`src/rtl/usb_rh_port_pkg.sv`:
```
package usb_rh_port_pkg;

    localparam int unsigned REG_W    = 32;
    localparam int unsigned NUM_CHG  = 5;
    localparam int unsigned CHG_LO   = 16;

    // Bit positions of the status word (software and driver decode these)
    localparam int unsigned B_CONN   = 0;
    localparam int unsigned B_ENA    = 1;
    localparam int unsigned B_SUSP   = 2;
    localparam int unsigned B_OVC    = 3;
    localparam int unsigned B_RST    = 4;
    localparam int unsigned B_PWR    = 8;
    localparam int unsigned B_LOWSPD = 9;

    // Index of each flag inside the change vector
    localparam int unsigned C_CONN   = 0;
    localparam int unsigned C_ENA    = 1;
    localparam int unsigned C_SUSP   = 2;
    localparam int unsigned C_OVC    = 3;
    localparam int unsigned C_RST    = 4;

    typedef struct packed {
        logic               low_spd;
        logic               powered;
        logic               in_reset;
        logic               ovc;
        logic               suspended;
        logic               enabled;
        logic               connected;
        logic [NUM_CHG-1:0] chg;
    } port_state_t;

    localparam port_state_t PORT_STATE_RST = '0;

endpackage

```
`src/rtl/usb_rh_port_wr.sv`:
```
// Applies one software write to the port state.
module usb_rh_port_wr
    import usb_rh_port_pkg::*;
(
    input  port_state_t          cur_i,
    input  logic                 wr_en_i,
    input  logic [REG_W-1:0]     wdata_i,
    output port_state_t          nxt_o
);

    localparam int unsigned NUM_REQ = 3;

    logic [NUM_CHG-1:0] clr_mask;
    logic [NUM_REQ-1:0] req;
    logic [NUM_REQ-1:0] grant;
    logic               miss;
    logic               unused_wbits;

    assign clr_mask = wdata_i[CHG_LO +: NUM_CHG];
    assign req      = {wdata_i[B_RST], wdata_i[B_SUSP], wdata_i[B_ENA]};

    // A conditional request is granted only on a connected port.
    // Any request on an empty port flags a connect change.
    for (genvar g = 0; g < NUM_REQ; g++) begin : g_req
        assign grant[g] = req[g] & cur_i.connected;
    end
    assign miss = (|req) & ~cur_i.connected;

    assign unused_wbits = ^{wdata_i[REG_W-1:CHG_LO+NUM_CHG],
                            wdata_i[CHG_LO-1:B_LOWSPD+1],
                            wdata_i[B_PWR-1:B_RST+1],
                            wdata_i[B_OVC]};

    always_comb begin
        nxt_o = cur_i;
        if (wr_en_i) begin
            nxt_o.chg = nxt_o.chg & ~clr_mask;
            if (wdata_i[B_CONN]) begin
                nxt_o.enabled = 1'b0;
            end
            if (miss) begin
                nxt_o.chg[C_CONN] = 1'b1;
            end
            if (grant[0]) begin
                nxt_o.enabled = 1'b1;
            end
            if (grant[1]) begin
                nxt_o.suspended = 1'b1;
            end
            if (grant[2]) begin
                // reset finishes at once
                nxt_o.in_reset   = 1'b0;
                nxt_o.enabled    = 1'b1;
                nxt_o.chg[C_RST] = 1'b1;
            end
            if (wdata_i[B_LOWSPD]) begin
                nxt_o.powered   = 1'b0;
                nxt_o.connected = 1'b0;
                nxt_o.suspended = 1'b0;
                nxt_o.in_reset  = 1'b0;
            end
            if (wdata_i[B_PWR]) begin
                nxt_o.powered = 1'b1;
            end
        end
    end

endmodule

```
`src/rtl/usb_rh_port_link.sv`:
```
// Applies port-side attach and detach after the software write.
module usb_rh_port_link
    import usb_rh_port_pkg::*;
(
    input  port_state_t cur_i,
    input  logic        attach_i,
    input  logic        detach_i,
    input  logic        low_spd_i,
    output port_state_t nxt_o
);

    always_comb begin
        nxt_o = cur_i;
        if (detach_i) begin
            if (nxt_o.connected) begin
                nxt_o.connected   = 1'b0;
                nxt_o.chg[C_CONN] = 1'b1;
            end
            if (nxt_o.enabled) begin
                nxt_o.enabled    = 1'b0;
                nxt_o.chg[C_ENA] = 1'b1;
            end
        end
        if (attach_i) begin
            nxt_o.connected   = 1'b1;
            nxt_o.chg[C_CONN] = 1'b1;
            nxt_o.low_spd     = low_spd_i;
        end
    end

endmodule

```
`src/rtl/usb_rh_port_pack.sv`:
```
// Places the state fields at their bit positions in the status word.
module usb_rh_port_pack
    import usb_rh_port_pkg::*;
(
    input  port_state_t      st_i,
    output logic [REG_W-1:0] word_o
);

    logic [REG_W-1:0] base;

    always_comb begin
        base           = '0;
        base[B_CONN]   = st_i.connected;
        base[B_ENA]    = st_i.enabled;
        base[B_SUSP]   = st_i.suspended;
        base[B_OVC]    = st_i.ovc;
        base[B_RST]    = st_i.in_reset;
        base[B_PWR]    = st_i.powered;
        base[B_LOWSPD] = st_i.low_spd;
    end

    for (genvar g = 0; g < REG_W; g++) begin : g_bit
        if (g >= CHG_LO && g < CHG_LO + NUM_CHG) begin : g_chg
            assign word_o[g] = st_i.chg[g - CHG_LO];
        end else begin : g_base
            assign word_o[g] = base[g];
        end
    end

endmodule

```
`src/rtl/usb_rh_port_reg.sv`:
```
module usb_rh_port_reg
    import usb_rh_port_pkg::*;
(
    input  logic             clk,
    input  logic             rst_n,
    input  logic             wr_en,
    input  logic [31:0]      wr_data,
    input  logic             attach,
    input  logic             detach,
    input  logic             attach_low_speed,
    output logic [31:0]      port_reg,
    output logic             chg_evt
);

    typedef struct packed {
        port_state_t st;
        logic        evt;
    } reg_t;

    reg_t        r_d, r_q;
    port_state_t after_wr;
    port_state_t after_link;

    usb_rh_port_wr u_wr (
        .cur_i   (r_q.st),
        .wr_en_i (wr_en),
        .wdata_i (wr_data),
        .nxt_o   (after_wr)
    );

    usb_rh_port_link u_link (
        .cur_i     (after_wr),
        .attach_i  (attach),
        .detach_i  (detach),
        .low_spd_i (attach_low_speed),
        .nxt_o     (after_link)
    );

    always_comb begin
        r_d     = r_q;
        r_d.st  = after_link;
        r_d.evt = (after_link != r_q.st);
    end

    always_ff @(posedge clk) begin
        if (!rst_n) begin
            r_q <= '{st: PORT_STATE_RST, evt: 1'b0};
        end else begin
            r_q <= r_d;
        end
    end

    usb_rh_port_pack u_pack (
        .st_i   (r_q.st),
        .word_o (port_reg)
    );

    assign chg_evt = r_q.evt;

endmodule

```
`config.mk`:
```
export PLATFORM = sky130hd
export DESIGN_NAME = usb_rh_port_reg
export DESIGN_NICKNAME = d
export VERILOG_FILES = /design/src/rtl/usb_rh_port_pkg.sv /design/src/rtl/usb_rh_port_wr.sv /design/src/rtl/usb_rh_port_link.sv /design/src/rtl/usb_rh_port_pack.sv /design/src/rtl/usb_rh_port_reg.sv
export SDC_FILE = /design/constraint.sdc
export NUM_CORES = 1
export LEC_CHECK = 0
export BUFFER_PORTS_ARGS = -buffer_cell sky130_fd_sc_hd__buf_2
export CORE_MARGIN = 1.5
export CORE_UTILIZATION = 37
export CTS_CLUSTER_DIAMETER = 40
export CTS_CLUSTER_SIZE = 28
export DETAILED_ROUTE_END_ITERATION = 16
export GPL_TIMING_DRIVEN = 0
export PLACE_DENSITY = 0.82
export SKIP_LAST_GASP = 1
export SLEW_MARGIN = 20
export SYNTH_ARGS = -nofsm -noshare
export SYNTH_HDL_FRONTEND = slang
export SYNTH_SLANG_ARGS = --single-unit
```
`constraint.sdc`:
```
create_clock -name clk -period 2.3 [get_ports clk]
set_input_delay 0.115 -clock clk [delete_from_list [all_inputs] [get_ports clk]]
set_output_delay 0.115 -clock clk [all_outputs]
set_load 0.03 [all_outputs]
```
======== Yosys cells after proc, flatten, opt, wreduce, memory -nomap -nowiden ========
Cells that the tools add are included.
operators by class
  equality and inequality tests ........... 1
  multiplexer cells ....................... 20
  bitwise gates (word level) .............. 7
  reduce and logical (&&, ||, !) cells .... 1
operators with widths
  cell                count
  1-bit 2-to-1 mux    15
  11-bit != test      1
  2-bit 2-to-1 mux    4
  8-bit 2-to-1 mux    1
  5-bit AND           1
  5-bit inverter      1
  1-bit AND           4
  3-bit OR reduction  1
  1-bit inverter      1
word-level totals
  register bits after elaboration ......... 12
  input port bits ......................... 38
  output and inout bits ................... 33
  logic and storage cells ................. 37

======== Longest topological paths before layout ========
  depth after elaboration ................. 8
  gate-level depth with buffers ........... 6
  gate-level depth less buffers ........... 5

======== Modules after synthesis ========
A second synthesis with hierarchy kept.
unflattened totals
  cell total of the unflattened synthesis .. 111
  area, all modules ....................... 998.5 um2
by module, submodules not included
  module            times used  cells each  area an instance (um2)
  usb_rh_port_reg   1           42          479.2
  usb_rh_port_pack  1           33          244.0
  usb_rh_port_wr    1           23          171.4
  usb_rh_port_link  1           13          103.8

======== Worst setup path before layout ========
OpenSTA, ideal clock, no wires.
  path type ............................... register to register
  from .................................... register r_q[6] (netlist name)
  to ...................................... register r_q, in the netlist chg_evt
  library setup time ...................... 0.125 ns
  arrival ................................. 1.663 ns
  slack ................................... 0.512 ns
  stages on the path, launching flop included .. 7
  path buffers ............................ 1
  clock period less this slack ............ 1.788 ns
  cell sequence ........................... dfxtp_1 > clkbuf_8 > inv_1 > a32o_2 > a221oi_2 > nand3_1 > o41a_1
between the ends
  cells in the longest elaborated chain, start to end .. 8
  elaborated cells between the ends (all ways) .. 23
  those cells by class .................... eq/ne: 1; mux: 17; bitwise: 5
RTL lines
  what                    RTL line                source
  from (decl)             usb_rh_port_reg.sv:20   reg_t r_d, r_q;
  from (signal assigned)  usb_rh_port_reg.sv:47   r_q <= '{st: PORT_STATE_RST, evt: 1'b0};
  from (signal assigned)  usb_rh_port_reg.sv:49   r_q <= r_d;
  1-bit inverter          usb_rh_port_wr.sv:27    assign miss = (|req) & ~cur_i.connected;
  1-bit AND               usb_rh_port_wr.sv:27
  1-bit 2-to-1 mux        usb_rh_port_wr.sv:41    if (miss) begin
  8-bit 2-to-1 mux        usb_rh_port_wr.sv:36    if (wr_en_i) begin
  1-bit 2-to-1 mux        usb_rh_port_link.sv:15  if (nxt_o.connected) begin
  2-bit 2-to-1 mux        usb_rh_port_link.sv:14  if (detach_i) begin
  1-bit 2-to-1 mux        usb_rh_port_link.sv:24  if (attach_i) begin
  11-bit != test *        usb_rh_port_reg.sv:42   r_d.evt = (after_link != r_q.st);
Mark *: on every way between the ends. The rest lies on a longest branch, timed or not.
A chain may end at the register's enable or synchronous reset.

======== Worst setup path after layout ========
Ends and elaborated chain as after synthesis.

==> flow_summary.ini <==
[status]
status = completed

[power_and_ir_drop]
vdd_ir_drop_max_v = 0.0003563
p_per_area_nw_per_um2 = 518.0
leakage_nw = 0.5775

[final_layout]
final_common_cell = buf_2
design_area_um2 = 1104
syn2layout_area_growth_pct = 34.04
drive_gt1_frac = 0.4094
final_nets = 188
antenna_cells = 0
final_cell_mix = buf_2, buf_4, conb_1

[clock_network]
tritoncts = done
path_clk_slew_ns = 0.08
htree_levels = 1
post_cts_buffers = 0
root_buffer = clkbuf_4
ctsLongestPathBuffers = 2
numCtsBuffers = 3
cts.sinks = 12
cts_resized = 0
insertion_delay_ns = 0.28
ctsHoldBuffers = 0

[setup_path]
worstSetupStartpointType = flop
end_kind = flop
path_max_fanout = 10
critPathTopFamily = compound AO/OA/AOI/OAI gates
crit_path_top_delay_cell = dfxtp_1
r2r-start = r_q[6]
crit_chain = clkbuf_8 -> and2_2 -> a32o_2 -> a221oi_2 -> nand3_1 -> o41a_1
path_buf_inv = 1
crit_required_ns = 2.47
cp.arrival_ns = 1.85
critical_path_class = flop to flop
slowest_delay_ns = 0.32
startpoint = r_q[6]

[route]
drc = 0
viasPerCell = 4.574
first_iter_violations = 10
routed_wl_um = 1793
drt_first_pass_iters = 4
postRouteAntennaNets = 0
wl_per_cell_um = 10.19
vias = 805

[sta]
final.period_utilization = 0.7320
finClkSkew_ns = 0.007564
fmaxAchievable_mhz = 594.0
finalSetupTns_ns = 0
hold_violations = 0
setup_viol = 0
rsz0062_at_grt = false
fin_crit_ns = 1.684
slew_violations = 0

[floorplan]
dieArea_um2 = 2517
coreArea_um2 = 2022
die_w_um = 50.17
io_pins = 71
start_util = 0.4072
std_cell_rows = 16
die_height_um = 50.17

[synthesis]
synth.avg_cell_area_um2 = 8.401
yosysSeqAreaShare = 0.2918
synthDistinctLibCells = 33
netlist_instances = 98
ys_warn_count = 0
synth_area_um2 = 823.3
synth_seq_cells = 12

[placement]
place_area_um2 = 1067
portBuffers = 27
hpwl_um = 1463
gp_congestion = 0.8879

[global_route]
grt_antenna_before_repair = 0
grt.overflow.total = 0
grt_max_degree = 11
grtUsageTotal = 0.1409
grt_pass1_wl_um = 2718
grt_pass1_vias = 644

[worst_hold_path]
hold_class = primary input to flop
hold_start = wr_data[18]

[run]
maxCapViolations = 0
cell families (layout without fill, tap and decap cells):
| family | count (synthesis) | count (layout) | synth area share |
|---|---|---|---|
| compound gates | 24 | 24 | 0.2219 |
| xor+xnor | 1 | 1 | 0.01064 |
| buf+inv | 27 | 58 | 0.2568 |
| flops | 12 | 12 | 0.2918 |
| mux | 2 | 2 | 0.02432 |
| other cells | 1 | 21 | 0.004555 |
| simple gates | 31 | 31 | 0.1900 |
routing by layer:
metal  vias to the layer above  GRT usage  routed length, um  part of all wire
met5                         -          0                  0                 0
met4                         0    0.04167                 17            0.0095
met3                         2    0.05952                209              0.12
met2                        48     0.2412                836              0.47
met1                       347     0.1574                730              0.41
li1                        408          -                  -                 -
final timing paths:
kind	to	slack [ns]	cells after the start
worst max-delay path	chg_evt	0.62	6
worst min-delay path	r_q[3]	0.03	2
worst max register to register	chg_evt	0.62	6
worst min register to register	r_q[3]	0.45	2
worst reg2reg max path, cell delays in order, from the launching register on:
cell      delay, ns
dfxtp_1        0.32
clkbuf_8       0.15
and2_2         0.19
a32o_2         0.24
a221oi_2       0.26
nand3_1        0.11
o41a_1         0.31
state kept, by name (all words and copies together) (netlist names):
register and count:
chg_evt 1, r_q 11
synthesized netlist by cell type:
cell type,instances,area share
and2_2,1,0.0091
a211oi_1,1,0.0091
a32o_2,1,0.014
o41a_1,1,0.014
dfxtp_1,12,0.29
nor2b_1,5,0.038
mux2i_1,2,0.024
o32ai_1,1,0.011
a22oi_1,2,0.018
nor3_1,2,0.012
nor3b_1,2,0.018
a222oi_1,1,0.012
o211a_1,1,0.012
o21ai_0,1,0.0061
nand3_1,5,0.030
a21boi_0,2,0.018
buf_6,1,0.014
nor2_1,2,0.0091
o31a_2,1,0.012
nand2_1,11,0.050
or3_1,1,0.0076
nand2b_1,1,0.0076
and2_1,1,0.0076
conb_1,1,0.0046
a32oi_1,1,0.011
inv_1,2,0.0091
a31oi_1,1,0.0076
xnor2_1,1,0.011
clkbuf_8,2,0.033
a21o_2,1,0.011
a221oi_2,1,0.018
a21oi_1,8,0.049
buf_4,22,0.20
through the flow:
step / total power, mW / util / setup WS, ns / cells / hold WS (ns)
after floorplan: 0.3668 / - / 0.5117 / 118 / 0.2066
after global placement: 0.4017 / 0.5278 / 0.6169 / 172 / 0.3096
after detailed placement: 0.4044 / 0.5278 / 0.6265 / 172 / 0.3141
after CTS: 0.5727 / 0.5458 / 0.6184 / 176 / 0.02088
after global routing: 0.5967 / 0.5458 / 0.5632 / 176 / 0.02874
final: 0.5717 / 0.5458 / 0.6165 / 176 / 0.02547
where the power goes:
part / internal (mW) / switching (mW)
Sequential: 0.216 / 0.00689
Combinational: 0.0697 / 0.109
Clock: 0.0963 / 0.0740
Total: 0.382 / 0.190
layout make-up:
type                            count  area (um^2)
Fill cell                         196        918.4
Multi-Input combinational cell     79        446.7
Sequential cell                    12        240.2
Buffer                             25        203.9
Timing Repair Buffer               27        135.1
Clock buffer                        4        36.28
Tap cell                           27        33.78
Inverter                            2        7.507
(Power assumes the default switching activity.)
